## src/rtl/conv_mode_pkg.sv

```systemverilog
package conv_mode_pkg;

    typedef enum logic [2:0] {
        M_CONT   = 3'd0,
        M_SINGLE = 3'd1,
        M_IDLE   = 3'd2,
        M_PDOWN  = 3'd3,
        M_ZS_INT = 3'd4,
        M_FS_INT = 3'd5,
        M_ZS_SYS = 3'd6,
        M_FS_SYS = 3'd7
    } op_mode_e;

    typedef enum logic [2:0] {
        ST_CONT_SETTLE,
        ST_CONT_RUN,
        ST_SGL_WAKE,
        ST_SGL_CONV,
        ST_PDOWN,
        ST_IDLE,
        ST_CAL
    } seq_state_e;

endpackage

```

## src/rtl/conv_wait_timer.sv

```systemverilog
module conv_wait_timer #(
    parameter int TW      = 8,
    parameter int RST_VAL = 0
) (
    input  logic          clk,
    input  logic          rst_n,
    input  logic          load,
    input  logic [TW-1:0] load_val,
    output logic          done
);

    logic [TW-1:0] cnt_q;

    always_ff @(posedge clk or negedge rst_n) begin
        if (!rst_n) begin
            cnt_q <= TW'(RST_VAL);
        end else if (load) begin
            cnt_q <= load_val;
        end else if (cnt_q != '0) begin
            cnt_q <= cnt_q - 1'b1;
        end
    end

    assign done = (cnt_q == '0);

endmodule

```

## src/rtl/conv_result_reg.sv

```systemverilog
module conv_result_reg #(
    parameter int DW = 24
) (
    input  logic          clk,
    input  logic          rst_n,
    input  logic          set_busy,
    input  logic          finish,
    input  logic          load_data,
    input  logic [DW-1:0] new_data,
    input  logic          rd_clr,
    output logic          rdy_n,
    output logic [DW-1:0] data_q
);

    always_ff @(posedge clk or negedge rst_n) begin
        if (!rst_n) begin
            rdy_n  <= 1'b1;
            data_q <= '0;
        end else begin
            if (load_data) begin
                data_q <= new_data;
            end
            if (set_busy) begin
                rdy_n <= 1'b1;
            end else if (finish) begin
                rdy_n <= 1'b0;
            end else if (rd_clr) begin
                rdy_n <= 1'b1;
            end
        end
    end

endmodule

```

## src/rtl/conv_coef_bank.sv

```systemverilog
module conv_coef_bank #(
    parameter int DW  = 24,
    parameter int NCH = 2,
    parameter int CHW = 1
) (
    input  logic           clk,
    input  logic           rst_n,
    input  logic           wr,
    input  logic           wr_fs,
    input  logic [CHW-1:0] wr_ch,
    input  logic [DW-1:0]  wr_data,
    input  logic [CHW-1:0] rd_ch,
    output logic [DW-1:0]  ofs_rd,
    output logic [DW-1:0]  fs_rd
);

    logic [NCH*DW-1:0] ofs_flat;
    logic [NCH*DW-1:0] fs_flat;

    for (genvar g = 0; g < NCH; g++) begin : g_chan
        logic [DW-1:0] ofs_r;
        logic [DW-1:0] fs_r;
        logic          hit;

        assign hit = wr && (wr_ch == CHW'(g));

        always_ff @(posedge clk or negedge rst_n) begin
            if (!rst_n) begin
                ofs_r <= '0;
                fs_r  <= '0;
            end else if (hit) begin
                if (wr_fs) begin
                    fs_r <= wr_data;
                end else begin
                    ofs_r <= wr_data;
                end
            end
        end

        assign ofs_flat[g*DW +: DW] = ofs_r;
        assign fs_flat[g*DW +: DW]  = fs_r;
    end

    assign ofs_rd = ofs_flat[rd_ch*DW +: DW];
    assign fs_rd  = fs_flat[rd_ch*DW +: DW];

endmodule

```

## src/rtl/conv_mode_seq.sv

```systemverilog
module conv_mode_seq
    import conv_mode_pkg::*;
#(
    parameter int DW         = 24,
    parameter int NCH        = 2,
    parameter int SETTLE_CYC = 4800,
    parameter int ODR_CYC    = 1200,
    parameter int PWRUP_CYC  = 4915,
    localparam int CHW       = (NCH > 1) ? $clog2(NCH) : 1
) (
    input  logic           clk,
    input  logic           rst_n,
    input  logic           mode_wr,
    input  logic [2:0]     mode_in,
    input  logic [CHW-1:0] chan_sel,
    input  logic           cont_read,
    input  logic           rd_strobe,
    input  logic           smp_valid,
    input  logic [DW-1:0]  smp_data,
    input  logic [DW-1:0]  cal_word,
    input  logic [CHW-1:0] coef_ch,
    input  logic           bridge_req,
    input  logic           xtal_sel,
    output logic           rdy_n,
    output logic [DW-1:0]  data_out,
    output logic           filt_rst,
    output logic           clk_en,
    output logic           mod_clk_en,
    output logic [DW-1:0]  ofs_out,
    output logic [DW-1:0]  fs_out,
    output logic           bridge_sw,
    output logic           xtal_en
);

    localparam int MAX_AB = (SETTLE_CYC > ODR_CYC) ? SETTLE_CYC : ODR_CYC;
    localparam int MAX_C  = (MAX_AB > PWRUP_CYC) ? MAX_AB : PWRUP_CYC;
    localparam int TW     = $clog2(MAX_C + 1);
    localparam logic [TW-1:0] SETTLE_V = TW'(SETTLE_CYC - 1);
    localparam logic [TW-1:0] ODR_V    = TW'(ODR_CYC - 1);
    localparam logic [TW-1:0] PWRUP_V  = TW'(PWRUP_CYC - 1);

    seq_state_e     state, nxt_state;
    logic [CHW-1:0] ch_q;
    logic           fs_q;
    logic           tmr_load;
    logic [TW-1:0]  tmr_val;
    logic           tmr_done;
    logic           smp_hit;
    logic           capture;
    logic           cal_wr;
    logic           in_cont;
    logic           rd_clr;

    assign smp_hit = tmr_done && smp_valid;

    // state register
    always_ff @(posedge clk or negedge rst_n) begin
        if (!rst_n) begin
            state <= ST_CONT_SETTLE;
            ch_q  <= '0;
            fs_q  <= 1'b0;
        end else begin
            state <= nxt_state;
            if (mode_wr) begin
                ch_q <= chan_sel;
                fs_q <= mode_in[0];
            end
        end
    end

    // next state and sequencing strobes
    always_comb begin
        nxt_state = state;
        tmr_load  = 1'b0;
        tmr_val   = '0;
        capture   = 1'b0;
        cal_wr    = 1'b0;
        if (mode_wr) begin
            tmr_load = 1'b1;
            unique case (op_mode_e'(mode_in))
                M_CONT: begin
                    nxt_state = ST_CONT_SETTLE;
                    tmr_val   = SETTLE_V;
                end
                M_SINGLE: begin
                    nxt_state = ST_SGL_WAKE;
                    tmr_val   = PWRUP_V;
                end
                M_IDLE:  nxt_state = ST_IDLE;
                M_PDOWN: nxt_state = ST_PDOWN;
                default: begin
                    nxt_state = ST_CAL;
                    tmr_val   = SETTLE_V;
                end
            endcase
        end else begin
            unique case (state)
                ST_CONT_SETTLE, ST_CONT_RUN: begin
                    if (smp_hit) begin
                        capture   = 1'b1;
                        nxt_state = ST_CONT_RUN;
                        tmr_load  = 1'b1;
                        tmr_val   = ODR_V;
                    end
                end
                ST_SGL_WAKE: begin
                    if (tmr_done) begin
                        nxt_state = ST_SGL_CONV;
                        tmr_load  = 1'b1;
                        tmr_val   = SETTLE_V;
                    end
                end
                ST_SGL_CONV: begin
                    if (smp_hit) begin
                        capture   = 1'b1;
                        nxt_state = ST_PDOWN;
                    end
                end
                ST_CAL: begin
                    if (smp_hit) begin
                        cal_wr    = 1'b1;
                        nxt_state = ST_IDLE;
                    end
                end
                ST_IDLE, ST_PDOWN: ;
                default: nxt_state = ST_IDLE;
            endcase
        end
    end

    // state-decoded outputs
    always_comb begin
        filt_rst   = 1'b1;
        clk_en     = 1'b1;
        mod_clk_en = 1'b1;
        unique case (state)
            ST_CONT_SETTLE, ST_CONT_RUN, ST_SGL_CONV, ST_CAL: filt_rst = 1'b0;
            ST_SGL_WAKE: mod_clk_en = 1'b0;
            ST_PDOWN: begin
                clk_en     = 1'b0;
                mod_clk_en = 1'b0;
            end
            ST_IDLE: ;
            default: ;
        endcase
    end

    always_ff @(posedge clk or negedge rst_n) begin
        if (!rst_n) begin
            bridge_sw <= 1'b0;
            xtal_en   <= 1'b0;
        end else begin
            bridge_sw <= bridge_req;
            xtal_en   <= xtal_sel;
        end
    end

    assign in_cont = (state == ST_CONT_SETTLE) || (state == ST_CONT_RUN);
    assign rd_clr  = rd_strobe && (cont_read || !in_cont);

    conv_wait_timer #(
        .TW      (TW),
        .RST_VAL (SETTLE_CYC - 1)
    ) u_timer (
        .clk      (clk),
        .rst_n    (rst_n),
        .load     (tmr_load),
        .load_val (tmr_val),
        .done     (tmr_done)
    );

    conv_result_reg #(
        .DW (DW)
    ) u_result (
        .clk       (clk),
        .rst_n     (rst_n),
        .set_busy  (mode_wr),
        .finish    (capture || cal_wr),
        .load_data (capture),
        .new_data  (smp_data),
        .rd_clr    (rd_clr),
        .rdy_n     (rdy_n),
        .data_q    (data_out)
    );

    conv_coef_bank #(
        .DW  (DW),
        .NCH (NCH),
        .CHW (CHW)
    ) u_coef (
        .clk     (clk),
        .rst_n   (rst_n),
        .wr      (cal_wr),
        .wr_fs   (fs_q),
        .wr_ch   (ch_q),
        .wr_data (cal_word),
        .rd_ch   (coef_ch),
        .ofs_rd  (ofs_out),
        .fs_rd   (fs_out)
    );

endmodule

```

## config.mk

```make
export PLATFORM = sky130hd
export DESIGN_NAME = conv_mode_seq
export DESIGN_NICKNAME = d
export VERILOG_FILES = /design/src/rtl/conv_mode_pkg.sv /design/src/rtl/conv_wait_timer.sv /design/src/rtl/conv_result_reg.sv /design/src/rtl/conv_coef_bank.sv /design/src/rtl/conv_mode_seq.sv
export SDC_FILE = /design/constraint.sdc
export NUM_CORES = 1
export LEC_CHECK = 0
export ABC_AREA = 0
export BUFFER_PORTS_ARGS = -buffer_cell sky130_fd_sc_hd__buf_2
export CAP_MARGIN = 20
export CELL_PAD_IN_SITES_DETAIL_PLACEMENT = 0
export CELL_PAD_IN_SITES_GLOBAL_PLACEMENT = 2
export CORE_MARGIN = 2
export CORE_UTILIZATION = 37
export DETAILED_ROUTE_END_ITERATION = 12
export GPL_TIMING_DRIVEN = 1
export PLACE_DENSITY = 0.84
export SYNTH_ARGS = -nofsm -noshare
export SYNTH_HDL_FRONTEND = slang
export SYNTH_SLANG_ARGS = --single-unit
```

## constraint.sdc

```tcl
create_clock -name clk -period 5.5 [get_ports clk]
set_input_delay 0.55 -clock clk [delete_from_list [all_inputs] [get_ports clk]]
set_output_delay 0.55 -clock clk [all_outputs]
set_load 0.03 [all_outputs]
```

==> results_dict.tcl <==
set metrics [dict create \
    gr-total-overflow 0 \
    fillers 1573 \
    syn_nets 508 \
    cap_violations 0 \
    die_h_um 136 \
    final_common_cell "mux2_2" \
    synth.area.mux_share 0.307 \
    first_pass_iters 4 \
    clkLatencyLatePin_ns 0.42 \
    final_cell_mix "mux2_2 (147), buf_2 (137), dfrtp_1 (131)" \
    synthCells 446 \
    placed_cell_area_sq_um 7280 \
    tightest_slew_ns 0.873 \
    cts_tree "built" \
    synth-simple-area-share 0.0605 \
    critPathMaxFanout 24 \
    finish.instance_area_sq_um 7900 \
    clk_pin_slew_worst_paths_ns 0.06 \
    timing.setup.tns_ns 0 \
    async_flop_share 1.00 \
    leakagePower_nw 4.14 \
    drive_above_1_share 0.614 \
    synth_cell_types 50 \
    rsz0062_at_grt "false" \
    fp.coreArea_sq_um 17100 \
    drt_iter0_markers 186 \
    outcome "finished clean" \
    cts.sinks 141 \
    min_period_ns 2.94 \
    initial_utilization 0.375 \
    dp_hpwl_mm 9.18 \
    cts_inserted_buffers 17 \
    htreeDepth 4 \
    worstSetupEndpointType "register" \
    slew_headroom 0.418 \
    fin_crit_sh 0.535 \
    avgViaCountPerCell 4.97 \
    grtUsageTotal 0.158 \
    area.growth.synth_to_final_pct 23.2 \
    synthAdderAreaFrac 0.00351 \
    antenna_found_initial 0 \
    fin_ws_ns 2.56 \
    cts_buffer_depth 2 \
    wirelength_mm 13.8 \
    dieArea_sq_um 18400 \
    yosys_most_used_dff "dfrtp_1" \
    finalSetupViolCount 0 \
    die_w_um 136 \
    setup.worst_path.start_class "register" \
    max_freq_ghz 0.340 \
    power_density_nw_per_um2 298 \
    clockRootBuffer "clkbuf_16" \
    ant_nets 0 \
    dp_slack_ns 2.21 \
    synth_compound_area_frac 0.0343 \
    grt_max_degree 74 \
    synth_xor_area_frac 0.0123 \
    grt_pass1_vias 4460 \
    ctsResizeCount 0 \
    synth_top_family_by_area "multiplexers" \
    ctsHoldBuffers 0 \
    hold_viol 0 \
    drc 0 \
    num_rows 48 \
    ys_warn_count 0 \
    seq_area_frac_synth 0.552 \
    synth_seq_cells 141 \
    numPortBuffers 138 \
    synth_edf_count 0 \
    worstHoldPathType "primary input to async pin" \
    post_cts_buffers 0 \
    io_pins 139 \
    dr_total_vias 4079 \
    skew_ns 0.00858 \
    critical_path_class "register to register" \
    n_antenna_cell 0 \
    peakVddDrop_v 0.000213 \
    cp.required_ns 5.80 \
    final_max_slew_viol_count 0 \
    grt_pass1_wl_mm 22.6 \
    place_congestion 0.803 \
    final_nets 645 \
    wl_per_cell_um 16.9 \
    netlist_area_sq_um 6410 \
    worstPathArrival_ns 3.24 \
    syn_avg_cell_area_sq_um 14.4 \
]
## routing by layer
layer  GRT usage  vias up  part of all wire  routed length [um]
met5           0        -                 0                   0
li1            -     1889                 -                   -
met2       0.264      113              0.49                6850
met3      0.0397       20             0.051                 709
met4      0.0503        0             0.014                 187
met1       0.201     2057              0.44                6090
## cell type report
class                           instances  area, sq um  share of cell area
Inverter                                8         30.0             0.00380
Sequential cell                       141         3540               0.448
Timing Repair Buffer                  144          774              0.0981
Clock buffer                           17          425              0.0539
Multi-Input combinational cell        271         2680               0.340
Tap cell                              225          282              0.0357
Clock inverter                         15          161              0.0204
## registers in the layout (all words and copies together) (netlist names)
signal / count
bridge_sw: 1
u_result.rdy_n: 1
u_timer.cnt_q: 13
fs_q: 1
u_coef.g_chan.ofs_r: 48
state: 3
xtal_en: 1
u_result.data_q: 24
ch_q: 1
u_coef.g_chan.fs_r: 48
## path summary, 6_finish.rpt
kind,startpoint,depth (start not counted),slack [ns],endpoint
setup / recovery,u_timer.cnt_q[0],7,2.56,u_coef.g_chan[0].fs_r[20]
hold / removal,rst_n,1,0.14,u_coef.g_chan[1].fs_r[9]
setup reg to reg,u_timer.cnt_q[0],7,2.56,u_coef.g_chan[0].fs_r[20]
hold reg to reg,u_coef.g_chan[0].ofs_r[3],1,0.49,u_coef.g_chan[0].ofs_r[3]
max in group asynchronous,rst_n,2,4.02,u_timer.cnt_q[6]
min in group clk,xtal_sel,1,0.24,xtal_en
## cell usage after synthesis (2+ instances only)
cell / n / area [sq um]
mux2_2: 147 / 1660
dfrtp_1: 131 / 3280
mux2_4: 20 / 300
clkbuf_1: 12 / 45.0
o21ai_0: 11 / 55.1
dfstp_2: 10 / 263
a21oi_1: 8 / 40.0
nand2_1: 8 / 30.0
nor2_1: 8 / 30.0
xnor2_1: 8 / 70.1
inv_1: 7 / 26.3
nand2b_1: 7 / 43.8
or3_1: 7 / 43.8
buf_4: 6 / 45.0
nor4_1: 6 / 37.5
nor3_1: 5 / 25.0
nor4_4: 3 / 63.8
or4_1: 3 / 22.5
a31o_2: 2 / 17.5
buf_1: 2 / 7.51
buf_12: 2 / 40.0
buf_2: 2 / 10.0
nand3_1: 2 / 10.0
or3b_2: 2 / 17.5
or4_4: 2 / 22.5
## through the flow
step	std cells	util	hold slack, ns	power (W)
floorplan	446	-	0.254	0.00117
global placement	787	0.424	0.466	0.00124
detailed placement	788	0.425	0.476	0.00124
CTS	820	0.460	0.159	0.00239
global route	821	0.461	0.192	0.00246
finish	821	0.461	0.137	0.00236
## power by group
part / total (W) / internal [W] / leakage, nW / switching, W
Sequential: 0.00108 / 0.00106 / 1.92 / 0.0000193
Combinational: 0.000145 / 0.0000545 / 1.94 / 0.0000902
Clock: 0.00113 / 0.000673 / 0.282 / 0.000461
## kinds of logic (layout without fill, tap and decap cells)
kind of cell    count (synthesis)  count (layout)
mux                           168             168
flops                         141             141
simple gates                   58              58
compound gates                 34              34
buf+inv                        34             184
xor+xnor                        9               9
fa+ha+maj                       2               2
## worst max-delay path, stage by stage, from the launching register on
cell     delay, ns
dfstp_2       0.38
inv_1         0.05
ha_1          0.17
or3b_2        0.59
or3_1         0.57
nor4_4        0.24
buf_4         0.41
mux2_2        0.39
Power figures use the tool's default switching activity.
